[config.mk]
export PLATFORM = sky130hd
export DESIGN_NAME = rmw_byte_ctrl
export DESIGN_NICKNAME = d
export VERILOG_FILES = /design/src/rtl/rmw_pkg.sv /design/src/rtl/rmw_merge.sv /design/src/rtl/rmw_extract.sv /design/src/rtl/rmw_byte_ctrl.sv
export SDC_FILE = /design/constraint.sdc
export NUM_CORES = 1
export LEC_CHECK = 0
export BUFFER_PORTS_ARGS = -buffer_cell sky130_fd_sc_hd__buf_2
export CORE_MARGIN = 10
export CORE_UTILIZATION = 57
export CTS_BUF_LIST = sky130_fd_sc_hd__clkbuf_2
export CTS_CLUSTER_DIAMETER = 80
export DETAILED_ROUTE_END_ITERATION = 7
export PLACE_DENSITY = 0.93
export SLEW_MARGIN = 5
export SYNTH_ARGS = -nofsm -noshare
export SYNTH_HDL_FRONTEND = slang
export SYNTH_SLANG_ARGS = --single-unit
[constraint.sdc]
create_clock -name clk_i -period 4.06 [get_ports clk_i]
set_clock_uncertainty 0.05 [all_clocks]
set_input_delay 0.203 -clock clk_i [delete_from_list [all_inputs] [get_ports clk_i]]
set_output_delay 0.203 -clock clk_i [all_outputs]
set_load 0.005 [all_outputs]
[src/rtl/rmw_pkg.sv]
package rmw_pkg;
  localparam int unsigned LANES  = 4;
  localparam int unsigned WORD_W = 8 * LANES;
  localparam int unsigned OFF_W  = $clog2(LANES);

  typedef enum logic [2:0] {
    ST_IDLE, ST_RD1, ST_MG1, ST_RD2, ST_MG2, ST_WFULL, ST_DONE
  } rmw_state_e;

  function automatic logic [2:0] size_to_bytes(input logic [1:0] code);
    case (code)
      2'd0:    return 3'd1;
      2'd1:    return 3'd2;
      default: return 3'd4;
    endcase
  endfunction
endpackage

[src/rtl/rmw_merge.sv]
module rmw_merge
  import rmw_pkg::*;
(
  input  logic [WORD_W-1:0] rd_word_i,
  input  logic [WORD_W-1:0] wdata_i,
  input  logic [OFF_W-1:0]  off_i,
  input  logic [2:0]        nbytes_i,
  input  logic              hi_word_i,
  output logic [WORD_W-1:0] merged_o
);
  for (genvar k = 0; k < LANES; k++) begin : g_lane
    logic [3:0] pos, rel;
    logic       sel;
    always_comb begin
      pos = hi_word_i ? 4'(k + LANES) : 4'(k);
      rel = pos - {2'b00, off_i};
      sel = (pos >= {2'b00, off_i}) && (rel < {1'b0, nbytes_i});
      merged_o[8*k +: 8] = sel ? wdata_i[8*rel[OFF_W-1:0] +: 8] : rd_word_i[8*k +: 8];
    end
  end
endmodule

[src/rtl/rmw_extract.sv]
module rmw_extract
  import rmw_pkg::*;
(
  input  logic [WORD_W-1:0] lo_i,
  input  logic [WORD_W-1:0] hi_i,
  input  logic [OFF_W-1:0]  off_i,
  input  logic [2:0]        nbytes_i,
  output logic [WORD_W-1:0] rdata_o
);
  logic [2*WORD_W-1:0] win;
  assign win = {hi_i, lo_i} >> {off_i, 3'b000};

  for (genvar i = 0; i < LANES; i++) begin : g_byte
    assign rdata_o[8*i +: 8] = (3'(i) < nbytes_i) ? win[8*i +: 8] : 8'h00;
  end
endmodule

[src/rtl/rmw_byte_ctrl.sv]
module rmw_byte_ctrl
  import rmw_pkg::*;
#(
  parameter int unsigned ADDR_W = 6
) (
  input  logic                 clk_i,
  input  logic                 rst_ni,
  input  logic                 req_valid_i,
  output logic                 req_ready_o,
  input  logic                 req_write_i,
  input  logic [ADDR_W-1:0]    req_addr_i,
  input  logic [1:0]           req_size_i,
  input  logic [WORD_W-1:0]    req_wdata_i,
  output logic                 rsp_done_o,
  output logic [WORD_W-1:0]    rsp_rdata_o,
  output logic                 mem_en_o,
  output logic                 mem_we_o,
  output logic [ADDR_W-3:0]    mem_addr_o,
  output logic [WORD_W-1:0]    mem_wdata_o,
  input  logic [WORD_W-1:0]    mem_rdata_i
);
  localparam int unsigned WA_W = ADDR_W - OFF_W;

  rmw_state_e        st_q, st_d;
  logic [WA_W-1:0]   wa_q;
  logic [OFF_W-1:0]  off_q;
  logic [2:0]        nb_q;
  logic              we_q, span_q;
  logic [WORD_W-1:0] wd_q, lo_q, hi_q;

  logic              accept, full_wr, span_in;
  logic [2:0]        nb_in;
  logic [WORD_W-1:0] merged;

  assign nb_in   = size_to_bytes(req_size_i);
  assign accept  = req_valid_i && (st_q == ST_IDLE);
  assign full_wr = req_write_i && (req_addr_i[OFF_W-1:0] == '0) && (nb_in == 3'd4);
  assign span_in = ({2'b00, req_addr_i[OFF_W-1:0]} + {1'b0, nb_in}) > 4'(LANES);

  always_comb begin
    st_d = st_q;
    unique case (st_q)
      ST_IDLE:  if (req_valid_i) st_d = full_wr ? ST_WFULL : ST_RD1;
      ST_RD1:   st_d = ST_MG1;
      ST_MG1:   st_d = span_q ? ST_RD2 : ST_DONE;
      ST_RD2:   st_d = ST_MG2;
      ST_MG2:   st_d = ST_DONE;
      ST_WFULL: st_d = ST_DONE;
      default:  st_d = ST_IDLE;
    endcase
  end

  always_ff @(posedge clk_i or negedge rst_ni) begin
    if (!rst_ni) begin
      st_q   <= ST_IDLE;
      wa_q   <= '0;
      off_q  <= '0;
      nb_q   <= '0;
      we_q   <= 1'b0;
      span_q <= 1'b0;
      wd_q   <= '0;
      lo_q   <= '0;
      hi_q   <= '0;
    end else begin
      st_q <= st_d;
      if (accept) begin
        wa_q   <= req_addr_i[ADDR_W-1:OFF_W];
        off_q  <= req_addr_i[OFF_W-1:0];
        nb_q   <= nb_in;
        we_q   <= req_write_i;
        span_q <= span_in;
        wd_q   <= req_wdata_i;
      end
      if (st_q == ST_MG1) lo_q <= mem_rdata_i;
      if (st_q == ST_MG2) hi_q <= mem_rdata_i;
    end
  end

  rmw_merge u_merge (
    .rd_word_i (mem_rdata_i),
    .wdata_i   (wd_q),
    .off_i     (off_q),
    .nbytes_i  (nb_q),
    .hi_word_i (st_q == ST_MG2),
    .merged_o  (merged)
  );

  rmw_extract u_extract (
    .lo_i     (lo_q),
    .hi_i     (hi_q),
    .off_i    (off_q),
    .nbytes_i (nb_q),
    .rdata_o  (rsp_rdata_o)
  );

  // read issue, then store the merged word on the cycle the data returns
  always_comb begin
    mem_we_o = (st_q == ST_WFULL) || (we_q && ((st_q == ST_MG1) || (st_q == ST_MG2)));
    mem_en_o = mem_we_o || (st_q == ST_RD1) || (st_q == ST_RD2);
  end
  assign mem_addr_o  = ((st_q == ST_RD2) || (st_q == ST_MG2)) ? wa_q + 1'b1 : wa_q;
  assign mem_wdata_o = (st_q == ST_WFULL) ? wd_q : merged;
  assign req_ready_o = (st_q == ST_IDLE);
  assign rsp_done_o  = (st_q == ST_DONE);

  assert_idle_quiet_R1: assert property (@(posedge clk_i) disable iff (!rst_ni)
    req_ready_o |-> (!mem_en_o && !rsp_done_o));
  assert_full_write_direct_R7: assert property (@(posedge clk_i) disable iff (!rst_ni)
    (req_valid_i && req_ready_o && req_write_i && req_addr_i[OFF_W-1:0] == '0 && req_size_i[1])
    |=> (mem_en_o && mem_we_o));
  assert_read_then_merge_R8: assert property (@(posedge clk_i) disable iff (!rst_ni)
    (mem_en_o && !mem_we_o) |=> !(mem_en_o && !mem_we_o));
  assert_busy_after_accept_R9: assert property (@(posedge clk_i) disable iff (!rst_ni)
    (req_valid_i && req_ready_o) |=> !req_ready_o);
  assert_done_pulse_R10: assert property (@(posedge clk_i) disable iff (!rst_ni)
    rsp_done_o |=> (!rsp_done_o && req_ready_o));
  assert_second_word_next_R5: assert property (@(posedge clk_i) disable iff (!rst_ni)
    (mem_en_o && !mem_we_o && !$past(req_ready_o) && $past(mem_en_o))
    |-> (mem_addr_o == $past(mem_addr_o) + 1'b1));
endmodule

==> flow_metrics.tcl <==
set metrics [dict create \
    status "finished, final reports clean" \
    gp_congestion 0.929 \
    cts_tree "built" \
    die-area_mm2 0.0168 \
    synth_seq_cells 102 \
    ys_types 46 \
    htreeDepth 3 \
    arrival_ps 3620 \
    drt_first_pass_iters 5 \
    num-fill-cells 772 \
    layout-drive-gt1-share 0.359 \
    synth-async-reset-ratio 1.00 \
    grt_max_degree 82 \
    criticalPathCategory "flip-flop to output pin" \
    hold_viol 0 \
    area_growth_pct 25.6 \
    path_clk_slew_ps 280 \
    synth-compound-area-share 0.0671 \
    final_common_cell "nand2_1" \
    min_period_ps 3870 \
    netlist_instances 632 \
    critical_path.top_delay_family "compound AO/OA/AOI/OAI gates" \
    synth_simple_gate_area_frac 0.177 \
    yosys.area_share.xor_xnor 0.00513 \
    crit_buf_inv 3 \
    fmax_mhz 258 \
    routedWlPerCell_um 21.0 \
    grt_first_pass_wirelength_um 33400 \
    synth_top_family_by_area "multiplexers" \
    io-pin-count 148 \
    fin_setup_tns_ps 0 \
    synth.net_count 726 \
    clockBufferDepth 2 \
    die_w_um 129 \
    whs_ps 232 \
    core_mm2 0.0116 \
    drc_errors 0 \
    synth_area_mm2 0.00683 \
    cp_slowest_stage_delay_ps 540 \
    dp.final_hpwl_um 14600 \
    cp-end-kind "output pin" \
    required_ps 3810 \
    regArea_mm2 0.00256 \
    synthFlopType "dfrtp_1" \
    overflow 0 \
    fin_nets 934 \
    synth-edff-count 0 \
    cts_made_buffers 9 \
    finalSetupViolCount 0 \
    ant_nets 0 \
    timing.final.crit_share 0.954 \
    antenna_found_initial 1 \
    cp_max_fo 15 \
    yosysWarningCount 0 \
    vias 6047 \
    row_count 39 \
    worstMarginPinSlew_ps 1010 \
    multiInputGateArea_mm2 0.00404 \
    final_cell_mix "nand2_1 (204), buf_2 (146), dfrtp_1 (98)" \
    leakage_uw 0.00400 \
    totalWireLength_um 20800 \
    power.density_mw_per_mm2 884 \
    io_buffers 147 \
    clk_latency_ps 580 \
    crit_path_start "st_q[1]" \
    synth.yosys.seq_area_share 0.374 \
    cpMaxStageDelayCell "dfrtp_1" \
    grt_pass1_vias 6140 \
    hp-class "primary input to async pin" \
    avgSynthCellArea_um2 10.8 \
    drv_slew 0 \
    slew-limit-headroom 0.324 \
    grt_use_total 0.252 \
    worstReg2RegStart "st_q[1]" \
    worstPathCellList "nor3b_4 > buf_4 > inv_1 > ha_1 > ha_1 > a211o_1 > a31o_2 > mux2i_1 > o21ai_0 > buf_2" \
    grt_setup_unrepaired "false" \
    synth_fa_ha_area_frac 0.0341 \
    synthMuxAreaShare 0.305 \
    drtIter0Drc 925 \
    clock_sink_count 102 \
    cts-root-buf "clkbuf_2" \
    critPathLaunchType "flip-flop" \
    max_cap_viol_count 0 \
    start_util 0.590 \
    ir_drop_uv 376 \
    viasPerCell 6.11 \
    die_y_um 129 \
    crit_path_frequent_cell "ha_1" \
]
==> final timing paths <==
| kind | to | slack, ps | depth (start not counted) |
|---|---|---|---|
| hold reg to reg | hi_q[23] | 470 | 2 |
| hold / removal | hi_q[16] | 230 | 2 |
| setup / recovery | mem_wdata_o[8] | 190 | 10 |
| min in group clk_i | wd_q[6] | 260 | 4 |
| max in group asynchronous | off_q[0] | 2810 | 3 |
| setup reg to reg | wa_q[0] | 1610 | 6 |
==> cell type report <==
cell class              instances  share of cell area
flip-flops and latches        102               0.299
well taps                     143              0.0209
inverters                      13             0.00598
diodes                          1            0.000292
multi-input cells             475               0.471
clock buffers                   9             0.00525
clock inverters                 7             0.00861
repair buffers                239               0.190
==> power breakdown <==
part           internal, uW  switching [uW]  total (uW)
registers              1510             689        2200
logic                  2670            2210        4880
clock network           142             357         500
total                  4320            3260        7580
==> cell usage after synthesis, types with 2 or more instances <==
cell type  instances  area (um2)
nor3_1             3        15.0
nand2b_1           3        18.8
ha_1              17         213
inv_1             12        45.0
mux2_2            49         552
a21oi_1            6        30.0
mux2i_1            8        80.1
a31o_2             2        17.5
buf_6              2        22.5
nand2_1          204         766
a21boi_0           8        60.1
dfrtp_1          102        2550
mux4_2            64        1440
xnor2_1            3        26.3
nor3b_1           10        75.1
buf_2             22         110
and2_1            10        62.6
buf_1              2        7.51
nor3b_2            3        37.5
o21ai_0           17        85.1
a221o_1           16         160
nor2b_1           26         163
clkbuf_1          15        56.3
nor2_1             6        22.5
==> sequential cells by signal, summed over array words and instances (netlist names) <==
signal,cells
hi_q,24
lo_q,32
nb_q,3
off_q,2
span_q,1
st_q,3
wa_q,4
wd_q,32
we_q,1
==> routing by layer <==
layer,vias up,routed length [um],global-route usage
met5,-,0,0
met4,0,714,0.108
met3,68,2330,0.0506
met2,407,9790,0.393
met1,2898,7940,0.337
li1,2674,-,-
==> kinds of logic (layout without fill, tap and decap cells) <==
logic type                 Yosys count  after routing
xor gates and xnor gates             4              4
muxes                              122            122
AOI/OAI and AO/OA                   60             60
DFF                                102            102
buffers and inverters               55            268
and+or+nand+nor                    271            271
other                                0              1
adders and majority gates           18             18
==> through the flow <==
stage	utilization	cells	instance area (um2)	power, uW	setup slack [ps]
2_1_floorplan	-	632	6830	5350	395
3_3_place_gp	0.661	891	7640	6660	859
3_5_place_dp	0.661	891	7640	6850	784
4_1_cts	0.740	986	8550	7430	89.7
5_1_grt	0.741	989	8570	8120	23.8
6_report	0.741	989	8570	7580	185
==> what timing repair did <==
item	CTS	global route
hold endpoints to repair	181	0
setup endpoints to repair	0	9
hold buffers	79	0
resized for setup	0	2
setup buffers	0	2
No activity file was read; power rests on OpenSTA's default activity.
